File: config.mk
export PLATFORM = sky130hd
export DESIGN_NAME = fld_override
export DESIGN_NICKNAME = d
export VERILOG_FILES = /design/src/rtl/fld_ovr_pkg.sv /design/src/rtl/fld_split.sv /design/src/rtl/fld_pend_build.sv /design/src/rtl/fld_apply.sv /design/src/rtl/fld_override.sv
export SDC_FILE = /design/constraint.sdc
export NUM_CORES = 1
export LEC_CHECK = 0
export CAP_MARGIN = 20
export CORE_ASPECT_RATIO = 1.75
export CORE_MARGIN = 2
export CORE_UTILIZATION = 30
export DETAILED_ROUTE_END_ITERATION = 16
export SYNTH_ARGS = -nofsm -noshare
export SYNTH_HDL_FRONTEND = slang
export SYNTH_SLANG_ARGS = --single-unit
File: constraint.sdc
create_clock -name clk -period 2.21 [get_ports clk]
set_clock_uncertainty 0.2 [all_clocks]
set_input_delay 0.442 -clock clk [delete_from_list [all_inputs] [get_ports clk]]
set_output_delay 0.442 -clock clk [all_outputs]
set_load 0.1 [all_outputs]
File: src/rtl/fld_ovr_pkg.sv
package fld_ovr_pkg;
    parameter int WORD_W  = 32;
    parameter int PTR_W   = 9;
    parameter int CODE_W  = WORD_W - 2 * PTR_W;
    parameter int SRC_LSB = 0;
    parameter int DST_LSB = PTR_W;
    parameter int CODE_LSB = 2 * PTR_W;
    parameter int RES_LSB = 2 * PTR_W + 1;

    typedef enum logic [1:0] {
        OVR_NONE = 2'd0,
        OVR_RES  = 2'd1,
        OVR_ALL  = 2'd2
    } ovr_mode_e;

    typedef struct packed {
        logic [CODE_W-1:0] code;
        logic [PTR_W-1:0]  dst;
        logic [PTR_W-1:0]  src;
        logic [PTR_W-1:0]  res;
    } fields_t;

    typedef struct packed {
        ovr_mode_e        mode;
        logic [PTR_W-1:0] res;
        logic [PTR_W-1:0] dst;
        logic [PTR_W-1:0] src;
    } pend_t;
endpackage

File: src/rtl/fld_split.sv
module fld_split
    import fld_ovr_pkg::*;
(
    input  logic [WORD_W-1:0] word,
    output fields_t           f
);
    always_comb begin
        f.code = word[CODE_LSB +: CODE_W];
        f.dst  = word[DST_LSB +: PTR_W];
        f.src  = word[SRC_LSB +: PTR_W];
        f.res  = word[DST_LSB +: PTR_W];
    end
endmodule

File: src/rtl/fld_pend_build.sv
module fld_pend_build
    import fld_ovr_pkg::*;
(
    input  logic              kind,
    input  logic [WORD_W-1:0] operand,
    output pend_t             pend
);
    always_comb begin
        pend = '0;
        if (kind) begin
            pend.mode = OVR_ALL;
            pend.res  = operand[RES_LSB +: PTR_W];
            pend.dst  = operand[DST_LSB +: PTR_W];
            pend.src  = operand[SRC_LSB +: PTR_W];
        end else begin
            pend.mode = OVR_RES;
            pend.res  = operand[SRC_LSB +: PTR_W];
        end
    end
endmodule

File: src/rtl/fld_apply.sv
module fld_apply
    import fld_ovr_pkg::*;
(
    input  fields_t plain,
    input  pend_t   pend,
    output fields_t outf
);
    always_comb begin
        outf = plain;
        unique case (pend.mode)
            OVR_RES: outf.res = pend.res;
            OVR_ALL: begin
                outf.res = pend.res;
                outf.dst = pend.dst;
                outf.src = pend.src;
            end
            default: ;
        endcase
    end
endmodule

File: src/rtl/fld_override.sv
module fld_override
    import fld_ovr_pkg::*;
(
    input  logic              clk,
    input  logic              rst_n,
    input  logic              flush,
    input  logic              in_valid,
    input  logic [WORD_W-1:0] in_word,
    input  logic              pfx_valid,
    input  logic              pfx_kind,
    input  logic              pfx_cond_ok,
    input  logic [WORD_W-1:0] pfx_operand,
    output logic              dec_valid,
    output logic [CODE_W-1:0] dec_code,
    output logic [PTR_W-1:0]  dec_dst,
    output logic [PTR_W-1:0]  dec_src,
    output logic [PTR_W-1:0]  dec_res
);
    typedef struct packed {
        logic    valid;
        fields_t f;
        pend_t   pend;
    } state_t;

    state_t  st_d, st_q;
    fields_t plain_f, mod_f;
    pend_t   new_pend;

    fld_split u_split (
        .word (in_word),
        .f    (plain_f)
    );

    fld_apply u_apply (
        .plain (plain_f),
        .pend  (st_q.pend),
        .outf  (mod_f)
    );

    fld_pend_build u_build (
        .kind    (pfx_kind),
        .operand (pfx_operand),
        .pend    (new_pend)
    );

    always_comb begin
        st_d       = st_q;
        st_d.valid = 1'b0;
        if (flush) begin
            st_d.pend = '0;
        end else begin
            if (in_valid) begin
                st_d.valid     = 1'b1;
                st_d.f         = mod_f;
                st_d.pend.mode = OVR_NONE;
            end
            if (pfx_valid && pfx_cond_ok) begin
                st_d.pend = new_pend;
            end
        end
    end

    always_ff @(posedge clk) begin
        if (!rst_n) st_q <= '0;
        else        st_q <= st_d;
    end

    assign dec_valid = st_q.valid;
    assign dec_code  = st_q.f.code;
    assign dec_dst   = st_q.f.dst;
    assign dec_src   = st_q.f.src;
    assign dec_res   = st_q.f.res;

    logic [1:0]       pend_mode_w;
    logic [PTR_W-1:0] pend_res_w;
    assign pend_mode_w = st_q.pend.mode;
    assign pend_res_w  = st_q.pend.res;
endmodule

==> Yosys cells after proc, flatten, opt, wreduce, memory -nomap -nowiden <==
Index checks and enable logic that the tools add are counted.
{ "word_totals": {"regBits": 71, "input_bits": 71} }
{ "classes": {"n_eq_ne": 2, "mux": 6, "bitwise": 2, "n_reduce_logical": 5} }
{ "op_table": {"columns": ["cell", "count"], "rows": [
  ["$mux W44", 1],
  ["$mux W18", 2],
  ["$mux W29", 1],
  ["$mux W11", 1],
  ["$mux W9", 1],
  ["$reduce_or A2 Y1", 2],
  ["$eq A2 B1 Y1 const B", 1],
  ["$eq A2 B2 Y1 const B", 1],
  ["$not A1 Y1", 2],
  ["$reduce_and A2 Y1", 1],
  ["$reduce_bool A2 Y1", 1],
  ["$logic_and A1 B1 Y1", 1]
]} }

==> Longest topological paths before layout <==
{ "depth": {"word_depth": 5, "mapped_depth": 6, "mapped_depth_nobuf": 4} }

==> Hierarchy <==
From an unflattened synthesis, not the netlist that was laid out.
{ "unflattened": {"cells_unflattened": 470, "hier_area_um2": 4096.4} }
{ "by_module_without_submodules": {"columns": ["mod", "instances", "cells_each", "area_each_um2", "seq_area_each_um2"], "rows": [
  ["fld_override", 1, 351, 3029.2, 1421.4],
  ["fld_apply", 1, 46, 499.2, 0.0],
  ["fld_split", 1, 41, 307.8, 0.0],
  ["fld_pend_build", 1, 32, 260.2, 0.0]
]} }

==> Least setup slack after synthesis <==
Ideal clock, no wire load.
{ "synth_timing": {"path_type": "register to output", "from": "register st_q (netlist bit dec_valid)", "to": "output dec_valid", "arrival_ps": 909, "t_required_ps": 1568, "setup_slack_ps": 659, "stages_incl_launch_ff": 1, "cell_sequence": "dfxtp_1"} }
{ "synth_lines": {"columns": ["element", "line_no", "rtl"], "rows": [
  ["from (decl)", "fld_override.sv:25", "state_t st_d, st_q;"],
  ["from (signal assigned)", "fld_override.sv:65", "else st_q <= st_d;"],
  ["to (decl)", "fld_override.sv:13", "output logic dec_valid,"]
]} }
No word-level cell between the ends.

==> Final worst setup path <==
{ "layout_timing": {"from": "register st_q (netlist bit pend_mode_w[0])", "to": "register st_q (netlist bit dec_res[6])"} }
{ "layout_via": {"elab_chain_len": 3, "word_cells_on_any_way": 4, "cone_classes": "2 x eq/ne; 1 x mux; 1 x reduce/logical"} }
{ "layout_lines": {"columns": ["element", "line_no", "rtl"], "rows": [
  ["$eq A2 B1 Y1 or $eq A2 B2 Y1 (tied branches)", "fld_apply.sv:10", "unique case (pend.mode)"],
  ["$reduce_or A2 Y1 (no line) *", null, null],
  ["$mux W9 *", "fld_apply.sv:10", null]
]} }
Mark *: on every way between the ends. The rest lies on a longest branch, timed or not.
A chain may end at the register's enable or synchronous reset.

==> metrics.cfg <==
[worst_setup_path]
end_kind=flop
critical_path.cell_chain=inv_1 -> ha_1 -> mux2i_1 -> a21oi_1
crit_path_max_fanout=9
max_stage_delay_ps=590
cp-start-kind=flop
slowest_stage=ha_1
worstPathArrival_ps=1670
worstPathRequired_ps=2220
path_class=reg -> reg
path_buf_inv=1
cp_top_family=adder cells

[cts]
clock_path_buffers=2
clk_latency_ps=320
cts_htree_levels=3
cts_tree=yes
cts-root-buf=clkbuf_16
cts_inserted_buffers=9
clk_pin_slew_worst_paths_ps=50
cts.sinks=71
ctsResizeCount=0
hold_buffers=0
post_cts_buffers=0

[final_layout]
drive_gt1_share_pct=16.6
area_growth_pct=35.3
antenna_cells=0
final_cells=549
final_util_pct=41.7
nNetsFinal=489
n_fill_cell=1069
final_area_mm2=0.00429

[die]
rows=49
start_util_pct=30.8
die_w_um=81.7
die_h_um=140
coreArea_mm2=0.0103
dieArea_mm2=0.0114
ios=113

[detailed_routing]
dr.pass1.iters=5
drt_iter0_markers=119
wl_per_cell_um=14.5
vias=2503
via_per_inst=4.56
drc=0
wl_um=7940
ant_nets=0

[timing]
period_share_pct=75.3
min_period_ps=1660
hold_viol=0
slew-limit-headroom_pct=67.5
slew_violations=0
rsz0062_at_grt=no
timing.fmax_ghz=0.601
tns_ps=0
worst_slew_pin_slew_ps=488
setup_ws_ps=547
setup_violations=0

[pwr]
power.density_mw_per_mm2=868
clockPowerShare_pct=44.0
p_int_mw=2.70
power_switching_mw=1.03
comb_power_share_pct=19.4
peakVddDrop_uv=537
swShare_pct=27.6
p_seq_share_pct=36.7
p_leak_nw=1.69

[global_routing]
grt_usage_pct=14.2
grt_pass1_wl_um=12100
grt_pass1_vias=2384
grt_antenna_before_repair=0
overflow=0
grt_max_degree=58

[yosys]
ys_seq_area_share_pct=44.8
synth_area_leaders=dfxtp_1 45%, buf_4 12%, mux2i_1 11%
syn-cell-area_mm2=0.00317
synth.distinct_cells=24
synthCells=357
synth_edf_count=0
netlist_top_cells_count=71 x dfxtp_1, 50 x buf_4, 48 x nand2_1
synth-seq-cells=71
yosys.area.top_type=dfxtp_1
synth_top_area_share_pct=44.8
synth_nets=429
ys.flop_type=dfxtp_1
async_flop_share_pct=0
yosysMostFrequentCell=dfxtp_1
yosys_warnings=0
post_synth.cell_area_avg_um2=8.88

[placed_design]
hpwlAfterDp_um=6070
post-place-ws_ps=248
dpl_cell_area_mm2=0.00394
placed_cells=533
port_buffers=107
gp_congestion=0.786

[outcome]
outcome=completed

[hold_path]
hold_path.class=reg -> reg

[flow_run]
drv_cap=0

sequential cells by signal (all words and copies together) (netlist names):
register,cells
pend_res_w,9
st_q,18
dec_dst,9
dec_src,9
dec_valid,1
pend_mode_w,2
dec_res,9
dec_code,14
per-layer routing:
metal / global-route usage, % / up-vias / share of wire (%)
li1: - / 1304 / -
met1: 14.5 / 1104 / 36
met2: 24.9 / 80 / 53
met3: 3.41 / 15 / 6.6
met4: 8.60 / 0 / 3.7
met5: 0 / - / 0
worst paths after layout:
| kind | to | start | slack, ps | depth (start not counted) |
|---|---|---|---|---|
| worst max-delay path | dec_res[6]$_SDFFE_PN0P_ | pend_mode_w[0]$_SDFFE_PP0P_ | 550 | 4 |
| worst min-delay path | st_q[13]$_SDFFE_PP0P_ | st_q[13]$_SDFFE_PP0P_ | 250 | 2 |
| worst max register to register | dec_res[6]$_SDFFE_PN0P_ | pend_mode_w[0]$_SDFFE_PP0P_ | 550 | 4 |
| worst min register to register | st_q[13]$_SDFFE_PP0P_ | st_q[13]$_SDFFE_PP0P_ | 250 | 2 |
per-stage QoR:
stage                     power (mW)  hold WS, ps
after floorplan                 1.93          232
after global placement          2.11          240
after detailed placement        2.12          248
after CTS                       3.78          256
after global routing            3.86          277
final                           3.72          252
final cells by class:
class,instances,area (um^2),area share [%]
Clock buffer,10,239,5.57
Timing Repair Buffer,117,1080,25.1
Clock inverter,6,108,2.51
Sequential cell,71,1420,33.1
Multi-Input combinational cell,217,1280,29.9
Inverter,1,3.75,0.0875
Tap cell,127,159,3.70
worst register-to-register path: cells and delay by family (launching register included):
family	cells	cell delay, ps
compound gates	1	100
fa+ha+maj	1	590
buf+inv	1	40
flops	1	300
mux	1	320
power groups by stage:
stage | clock network (mW) | logic (mW) | registers (mW)
3_5_place_dp | 0 | 0.727 | 1.39
4_1_cts | 1.68 | 0.729 | 1.37
6_report | 1.64 | 0.721 | 1.37
5_1_grt | 1.73 | 0.759 | 1.37
3_3_place_gp | 0 | 0.724 | 1.39
2_1_floorplan | 0 | 0.547 | 1.39
logic make-up (layout without fill, tap and decap cells):
| logic type | after synthesis | after routing | share of synthesized area [%] |
|---|---|---|---|
| muxes | 36 | 36 | 11.4 |
| adders and majority gates | 1 | 1 | 0.394 |
| AOI/OAI and AO/OA | 97 | 97 | 17.1 |
| and+or+nand+nor | 83 | 83 | 11.3 |
| buffers and inverters | 69 | 134 | 15.0 |
| DFF | 71 | 71 | 44.8 |
layout by cell type (no fill, tap or decap):
cell and count:
clkinvlp_4 1, mux2i_1 36, buf_4 49, a21boi_1 1, or3_1 1, ha_1 1, nand2b_1 3, nand2_1 48
and2_4 1, nor2b_4 1, buf_12 3, nand3_1 18, inv_1 1, o21ai_0 27, dfxtp_1 71, clkbuf_16 9
nand3b_1 1, clkbuf_8 1, a211oi_1 9, nor2_1 9, a21oi_1 47, bufinv_16 3, clkinv_2 2, clkdlybuf4s50_1 65
and2_1 1, a21boi_0 13
Note: power is estimated with default switching activity, not from simulation.
